===== src/rtl/pmg_pkg.sv =====
package pmg_pkg;

  localparam int DW    = 8;
  localparam int OW    = 8;
  localparam int NSLOT = 6;

  localparam logic [OW-1:0] OFF_LAST   = 8'h46;
  localparam logic [OW-1:0] OFF_ID0    = 8'h04;
  localparam logic [OW-1:0] OFF_ID1    = 8'h05;
  localparam logic [OW-1:0] OFF_STATUS = 8'h08;
  localparam logic [OW-1:0] OFF_CTRL   = 8'h40;

  localparam logic [DW-1:0] ID0_VAL   = 8'h10;
  localparam logic [DW-1:0] ID1_VAL   = 8'h05;
  localparam logic [DW-1:0] CTRL_MASK = 8'h7F;

  localparam int SLOT_STATUS = 0;
  localparam int SLOT_CTRL   = 1;
  localparam int SLOT_ENABLE = 5;

  typedef struct packed {
    logic [OW-1:0] off;
    logic [DW-1:0] mask;
    logic [DW-1:0] rst;
  } slot_t;

  function automatic slot_t slot_info(input int idx);
    slot_t s;
    case (idx)
      0:       s = '{off: OFF_STATUS, mask: 8'h81,     rst: 8'h00};
      1:       s = '{off: OFF_CTRL,   mask: CTRL_MASK, rst: 8'h00};
      2:       s = '{off: 8'h41,      mask: 8'h07,     rst: 8'h00};
      3:       s = '{off: 8'h42,      mask: 8'h07,     rst: 8'h04};
      4:       s = '{off: 8'h45,      mask: 8'h3F,     rst: 8'h01};
      default: s = '{off: 8'h46,      mask: 8'h80,     rst: 8'h80};
    endcase
    return s;
  endfunction

  function automatic logic ctrl_drives_status(input logic [DW-1:0] v);
    return (v[5:4] == 2'b01) || (v[5:4] == 2'b10);
  endfunction

endpackage


===== src/rtl/pmg_rst_sync.sv =====
module pmg_rst_sync (
  input  logic clk,
  input  logic rst_n,
  output logic rst_sync_n
);
  logic [1:0] sync_q;
  logic [1:0] sync_d;

  always_comb sync_d = {sync_q[0], 1'b1};

  always_ff @(posedge clk or negedge rst_n) begin
    if (!rst_n) sync_q <= 2'b00;
    else        sync_q <= sync_d;
  end

  assign rst_sync_n = sync_q[1];
endmodule


===== src/rtl/pmg_addr_dec.sv =====
module pmg_addr_dec import pmg_pkg::*; #(
  parameter int SID_W    = 4,
  parameter int PID_W    = 8,
  parameter int N_INST   = 4,
  parameter int SID_SEL  = 0,
  parameter int PID_BASE = 'hC0,
  parameter int IDX_W    = 2
) (
  input  logic [SID_W-1:0]  sid,
  input  logic [PID_W-1:0]  pid,
  input  logic [OW-1:0]     off,
  output logic              addr_ok,
  output logic [IDX_W-1:0]  inst_idx,
  output logic [N_INST-1:0] inst_oh
);
  localparam logic [PID_W-1:0] PID_LO = PID_W'(PID_BASE);
  localparam logic [PID_W-1:0] PID_HI = PID_W'(PID_BASE + N_INST - 1);

  logic sid_ok, pid_ok, off_ok;

  always_comb begin
    sid_ok   = (sid == SID_W'(SID_SEL));
    pid_ok   = (pid >= PID_LO) && (pid <= PID_HI);
    off_ok   = (off <= OFF_LAST);
    addr_ok  = sid_ok && pid_ok && off_ok;
    inst_idx = pid[IDX_W-1:0];
  end

  for (genvar i = 0; i < N_INST; i++) begin : g_oh
    assign inst_oh[i] = addr_ok && (inst_idx == IDX_W'(i));
  end
endmodule


===== src/rtl/pmg_gpio_bank.sv =====
module pmg_gpio_bank import pmg_pkg::*; (
  input  logic          clk,
  input  logic          rst_n,
  input  logic          wr_en,
  input  logic [OW-1:0] off,
  input  logic [DW-1:0] wr_data,
  output logic [DW-1:0] rd_data
);
  logic [NSLOT-1:0][DW-1:0] q_all;
  logic [NSLOT-1:0]         hit;
  logic                     ctrl_mode_hit;
  logic [DW-1:0]            rv;

  always_comb
    ctrl_mode_hit = wr_en && (off == OFF_CTRL) &&
                    ctrl_drives_status(wr_data & CTRL_MASK);

  for (genvar s = 0; s < NSLOT; s++) begin : g_slot
    localparam slot_t INFO = slot_info(s);
    logic [DW-1:0] q_s, d_s;
    logic          ce_s;

    assign hit[s]   = (off == INFO.off);
    assign q_all[s] = q_s;

    always_comb begin
      ce_s = wr_en;
      d_s  = q_s;
      if (wr_en && hit[s]) d_s = wr_data & INFO.mask;
      if (s == SLOT_STATUS && ctrl_mode_hit) d_s[0] = wr_data[0];
    end

    always_ff @(posedge clk or negedge rst_n) begin
      if (!rst_n)    q_s <= INFO.rst;
      else if (ce_s) q_s <= d_s;
    end

    // no stored bit ever lies outside the register's mask
    a_r5_mask_hold: assert property (@(posedge clk) disable iff (!rst_n)
      (q_s & ~INFO.mask) == '0);
  end

  always_comb begin
    rv = '0;
    if (off == OFF_ID0) rv = ID0_VAL;
    if (off == OFF_ID1) rv = ID1_VAL;
    for (int k = 0; k < NSLOT; k++)
      if (hit[k]) rv = q_all[k];
    rd_data = (q_all[SLOT_ENABLE] == '0) ? '0 : rv;
  end

  a_r6_status_follow: assert property (@(posedge clk) disable iff (!rst_n)
    ctrl_mode_hit |=> (q_all[SLOT_STATUS][0] == $past(wr_data[0])));

  a_r8_unlisted_ignored: assert property (@(posedge clk) disable iff (!rst_n)
    (wr_en && !(|hit)) |=> $stable(q_all));
endmodule


===== src/rtl/pmg_regfile.sv =====
module pmg_regfile import pmg_pkg::*; #(
  parameter int SID_W    = 4,
  parameter int PID_W    = 8,
  parameter int N_INST   = 4,
  parameter int SID_SEL  = 0,
  parameter int PID_BASE = 'hC0
) (
  input  logic             clk,
  input  logic             rst_n,
  input  logic             req_vld,
  input  logic             req_wr,
  input  logic [SID_W-1:0] req_sid,
  input  logic [PID_W-1:0] req_pid,
  input  logic [7:0]       req_off,
  input  logic [7:0]       req_wdata,
  output logic [7:0]       rsp_rdata,
  output logic             rsp_err
);
  localparam int IDX_W = (N_INST > 1) ? $clog2(N_INST) : 1;

  logic                     rst_sync_n;
  logic                     addr_ok;
  logic [IDX_W-1:0]         inst_idx;
  logic [N_INST-1:0]        inst_oh;
  logic [N_INST-1:0][DW-1:0] bank_rd;
  logic [DW-1:0]            rdata_d;
  logic                     err_d;

  pmg_rst_sync u_rst (
    .clk        (clk),
    .rst_n      (rst_n),
    .rst_sync_n (rst_sync_n)
  );

  pmg_addr_dec #(
    .SID_W(SID_W), .PID_W(PID_W), .N_INST(N_INST),
    .SID_SEL(SID_SEL), .PID_BASE(PID_BASE), .IDX_W(IDX_W)
  ) u_dec (
    .sid      (req_sid),
    .pid      (req_pid),
    .off      (req_off),
    .addr_ok  (addr_ok),
    .inst_idx (inst_idx),
    .inst_oh  (inst_oh)
  );

  for (genvar i = 0; i < N_INST; i++) begin : g_bank
    logic wr_en_i;
    assign wr_en_i = req_vld && req_wr && inst_oh[i];

    pmg_gpio_bank u_bank (
      .clk     (clk),
      .rst_n   (rst_sync_n),
      .wr_en   (wr_en_i),
      .off     (req_off),
      .wr_data (req_wdata),
      .rd_data (bank_rd[i])
    );
  end

  always_comb begin
    rdata_d = '0;
    err_d   = 1'b0;
    if (req_vld) begin
      if (!addr_ok)     err_d   = 1'b1;
      else if (!req_wr) rdata_d = bank_rd[inst_idx];
    end
  end

  always_ff @(posedge clk or negedge rst_sync_n) begin
    if (!rst_sync_n) begin
      rsp_rdata <= '0;
      rsp_err   <= 1'b0;
    end else begin
      rsp_rdata <= rdata_d;
      rsp_err   <= err_d;
    end
  end

  a_r1_err_clean: assert property (@(posedge clk) disable iff (!rst_sync_n)
    rsp_err |-> (rsp_rdata == '0));

  a_r2_one_bank: assert property (@(posedge clk) disable iff (!rst_sync_n)
    $onehot0(inst_oh));

  a_r9_err_needs_req: assert property (@(posedge clk) disable iff (!rst_sync_n)
    $rose(rsp_err) |-> $past(req_vld));

  a_r9_data_needs_read: assert property (@(posedge clk) disable iff (!rst_sync_n)
    (rsp_rdata != '0) |-> $past(req_vld && !req_wr));
endmodule


===== config.mk =====
export PLATFORM = sky130hd
export DESIGN_NAME = pmg_regfile
export DESIGN_NICKNAME = d
export VERILOG_FILES = /design/src/rtl/pmg_pkg.sv /design/src/rtl/pmg_rst_sync.sv /design/src/rtl/pmg_addr_dec.sv /design/src/rtl/pmg_gpio_bank.sv /design/src/rtl/pmg_regfile.sv
export SDC_FILE = /design/constraint.sdc
export NUM_CORES = 1
export LEC_CHECK = 0
export BUFFER_PORTS_ARGS = -buffer_cell sky130_fd_sc_hd__buf_2
export CORE_ASPECT_RATIO = 1.2
export CORE_MARGIN = 1.5
export CORE_UTILIZATION = 50
export CTS_BUF_LIST = sky130_fd_sc_hd__clkbuf_4
export CTS_CLUSTER_DIAMETER = 40
export CTS_CLUSTER_SIZE = 25
export DETAILED_ROUTE_END_ITERATION = 10
export PLACE_DENSITY_LB_ADDON = 0.3
export SLEW_MARGIN = 5
export SYNTH_ARGS = -nofsm -noshare
export SYNTH_HDL_FRONTEND = slang
export SYNTH_HIERARCHICAL = 1
export SYNTH_SLANG_ARGS = --single-unit

===== constraint.sdc =====
create_clock -name clk -period 3.78 [get_ports clk]
set_input_delay 0.378 -clock clk [delete_from_list [all_inputs] [get_ports clk]]
set_output_delay 0.378 -clock clk [all_outputs]
set_load 0.005 [all_outputs]

==> results.rst <==
.. list-table::
   :header-rows: 1

   * - Metric
     - Value
   * - Hold Path Class
     - in -> async
   * - Largest family of logic cells by synthesized area
     - multiplexers
   * - Most used standard cells in the synthesized netlist
     - 88 x mux2_2, 87 x dfrtp_1, 38 x nand3_1, 38 x nor2_1, 21 x mux2i_1
   * - Family of cells with the greatest summed delay on the critical path
     - simple AND/OR/NAND/NOR gates
   * - PD cells
     - 294.3 mW/mm²
   * - Fraction of power consumed by combinational cells
     - 9.3%
   * - Count of flip-flops with a built-in enable after synthesis
     - 0
   * - Mux share of post-synthesis cell area
     - 21.02%
   * - Max-cap violation count
     - 0
   * - Cell occurring most often along the worst timing path
     - and3_1
   * - Floorplan die width
     - 100.6 µm
   * - Largest net degree at the start of global routing
     - 78
   * - Floorplan core area
     - 0.01109 mm²
   * - Critical path required time
     - 4.15 ns
   * - Library cell with the highest instance count after synthesis
     - mux2_2
   * - Maximum ir drop on the vdd rail
     - 0.1795 mV
   * - Maximum clock path buffer count
     - 2
   * - Antenna-violating nets left
     - 0
   * - Post-synth top area cell
     - dfrtp_1
   * - Synthesized instance count
     - 524
   * - Endpoints failing hold
     - 0
   * - Type of the worst setup path
     - in -> reg
   * - Number of primary I/O pins
     - 41
   * - Via count of the first global-routing pass
     - 4346
   * - Total of warnings raised by yosys
     - 6
   * - Via count of the routed design
     - 4454
   * - RSZ-0062 raised after global routing
     - false
   * - Endpoint arrival time on the critical path
     - 2.58 ns
   * - Die height
     - 120.1 µm
   * - Final Cycle Share
     - 58.39%
   * - Grt ovf
     - 0
   * - Vias/cell
     - 6.212
   * - Port Buffer Count
     - 40
   * - Proportion of netlist area held by the largest area contributor
     - 38.10%
   * - Clock Skew
     - 0.01740 ns
   * - Worst hold-check slack
     - 0.1769 ns
   * - Post-synthesis instance area
     - 0.005714 mm²
   * - Share of the synthesized area in compound gates (AO/OA/AOI/OAI)
     - 10.44%
   * - Portion of total power attributed to the clock network
     - 31.0%
   * - Post-Synth XOR/XNOR Area
     - 0.7664%
   * - Top cells by area in the synthesized netlist
     - dfrtp_1 38%, mux2_2 17%, dfstp_2 5.5%
   * - Aggregate global-route resource usage
     - 25.40%
   * - Share of synthesized cell area in full adder, half adder and majority cells
     - 0%
   * - Highest fanout seen on the critical path
     - 25
   * - Post-Syn Area per Cell
     - 10.91 µm²
   * - Fraction of layout instances using a drive strength above 1
     - 32.50%
   * - Total buffers and inverters traversed by the critical path
     - 1
   * - Library cells used by synthesis
     - 59
   * - TNS Setup
     - 0 ns
   * - Worst max-slew margin expressed relative to the limit
     - 35.26%
   * - Worst-margin pin slew
     - 0.9710 ns
   * - Max Clock Freq
     - 453.0 MHz
   * - Sw Ratio
     - 27.11%
   * - Number of buffers created by CTS
     - 9
   * - Final count of pins violating max slew
     - 0
   * - Sinks on the clock net
     - 99
   * - Share of synthesized cell area in and, or, nand and nor gates
     - 20.87%
   * - Crit start category
     - input port
   * - Final min period
     - 2.207 ns
   * - Dominant register cell in the synthesized netlist
     - dfrtp_1
   * - Switching pwr
     - 0.4892 mW
   * - Flip-flop and latch count after synthesis
     - 99
   * - Half-perimeter wire length after placement
     - 9.885 mm
   * - Clock transition at the registers of the reported paths
     - 0.15 ns
   * - 1st-iter DRT viols
     - 317
   * - Root buffer cell
     - clkbuf_4
   * - Ant. Diodes
     - 0
   * - Post-detailed-route DRC marker count
     - 0
   * - Fraction of registers with async set or reset after synthesis
     - 100.0%
   * - Sequential fraction of the synthesis area
     - 43.62%
   * - Wire length of the first global-routing pass
     - 23.39 mm
   * - Area grow syn2layout
     - 7.313%
   * - First-pass iteration count of the detailed router
     - 5
   * - Final Setup Violations
     - 0
   * - Routability-driven placement congestion ratio
     - 0.8987
   * - Critical Path, Cell by Cell
     - buf_2 > nand3_1 > a21boi_0 > nor4_1 > and3_1 > and3_1 > mux2_2
   * - Initial antenna violation count
     - 0
   * - Result of the run
     - complete, no violations
   * - Die Area
     - 0.01208 mm²
   * - Routed WL per cell
     - 19.95 µm
   * - CTS tree
     - yes
   * - Row cnt
     - 42
   * - Register share of total power
     - 59.7%
   * - Overall power of the completed layout
     - 1.804 mW
   * - Cell-internal power
     - 1.315 mW
   * - Final Net Count
     - 590
   * - Number of nets in the synthesized netlist
     - 556
   * - Critical path's largest stage delay
     - 0.61 ns
   * - Post-detailed-routing wire length
     - 14.31 mm
   * - Count of H-tree levels built during CTS
     - 3
   * - Clock latency at the later pin of the worst-skew pair
     - 0.48 ns
   * - Leak pwr
     - 2.719 nW
   * - Initial Util
     - 51.53%
   * - Critical Path Sink Type
     - flop
   * - Slowest cell on crit path
     - a21boi_0
-- layer usage --
layer	share of wire (%)	vias up	wire length, µm	GRT usage (%)
met3	5.4	30	779	5.824
met5	0	-	0	0
met4	2.7	0	384	9.243
li1	-	2047	-	-
met2	47	180	6711	38.94
met1	45	2197	6430	35.14
-- per-stage QoR --
step / setup WS, ns / std cells / area [µm²] / utilization [%]
after floorplan: 0.8391 / 524 / 5714 / -
after global placement: 1.155 / 700 / 5991 / 54.03
after detailed placement: 1.163 / 700 / 5991 / 54.03
after CTS: 1.685 / 717 / 6132 / 55.30
after global routing: 1.512 / 717 / 6132 / 55.30
final: 1.573 / 717 / 6132 / 55.30
-- path summary, 6_finish.rpt --
check	to	from	depth (start not counted)	slack (ns)
min	u_rst/sync_q[1]	rst_n	2	0.18
max reg2reg	rsp_rdata[2]	g_bank[0].u_bank/g_slot[1].q_s[2]	6	2.01
min in group clk	rsp_err	req_vld	2	0.21
max in group asynchronous	g_bank[2].u_bank/g_slot[3].q_s[2]	u_rst/sync_q[1]	1	2.36
max	g_bank[3].u_bank/g_slot[4].q_s[3]	req_off[1]	7	1.57
min reg2reg	u_rst/sync_q[1]	u_rst/sync_q[0]	0	0.38
-- kinds of logic (layout without fill, tap and decap cells) --
logic type / count (synthesis) / count (layout)
simple gates: 195 / 195
mux: 109 / 109
flops: 99 / 99
compound gates: 86 / 86
buf+inv: 29 / 68
xor+xnor: 5 / 5
other cells: 1 / 1
-- layout by cell type, fill, tap and decap left out, types with 6 or more instances in the layout --
cell type  instances
nor3_1             8
a21oi_1           17
dfstp_2           12
buf_2             40
and3_1            16
nand2_1           19
nand2b_1           9
nor4_1            11
nor2_1            38
o21ai_0           19
mux2_2            88
mux2i_1           21
buf_4              6
dfrtp_1           86
o22ai_1            8
nor2b_1           14
clkbuf_4          10
a32o_1             6
a32oi_1           13
nand3_1           38
-- power by group through the flow --
stage	combinational, mW	clock [mW]	sequential (mW)
2_1_floorplan	0.0886	0	1.10
3_5_place_dp	0.164	0	1.10
6_report	0.168	0.559	1.08
5_1_grt	0.183	0.619	1.08
3_3_place_gp	0.163	0	1.10
4_1_cts	0.165	0.579	1.08
-- area by class of cell --
class	instances	area, µm²
Clock buffer	10	75.07
Tap cell	154	192.7
Fill cell	961	4956
Inverter	5	18.77
Timing Repair Buffer	47	255.2
Multi-Input combinational cell	396	3038
Clock inverter	6	56.30
Sequential cell	99	2496
-- flip-flops by register name, summed over array words and instances (netlist names) --
signal / flops
rsp_err: 1
u_rst/sync_q: 2
rsp_rdata: 8
g_bank.u_bank/g_slot.q_s: 88
-- repair_timing --
action	CTS	global route
buffers inserted	0	0
endpoints found under the hold margin	2	0
hold buffers	1	0
resized for setup	0	0
-- worst register-to-register path: stages, from the launching register on --
cell and delay (ns):
dfrtp_1 0.36, or3b_2 0.44, a21oi_1 0.13, o21ai_0 0.11, a211oi_1 0.33, mux2i_1 0.12, o22ai_1 0.19
No activity file was read; power rests on OpenSTA's default activity.
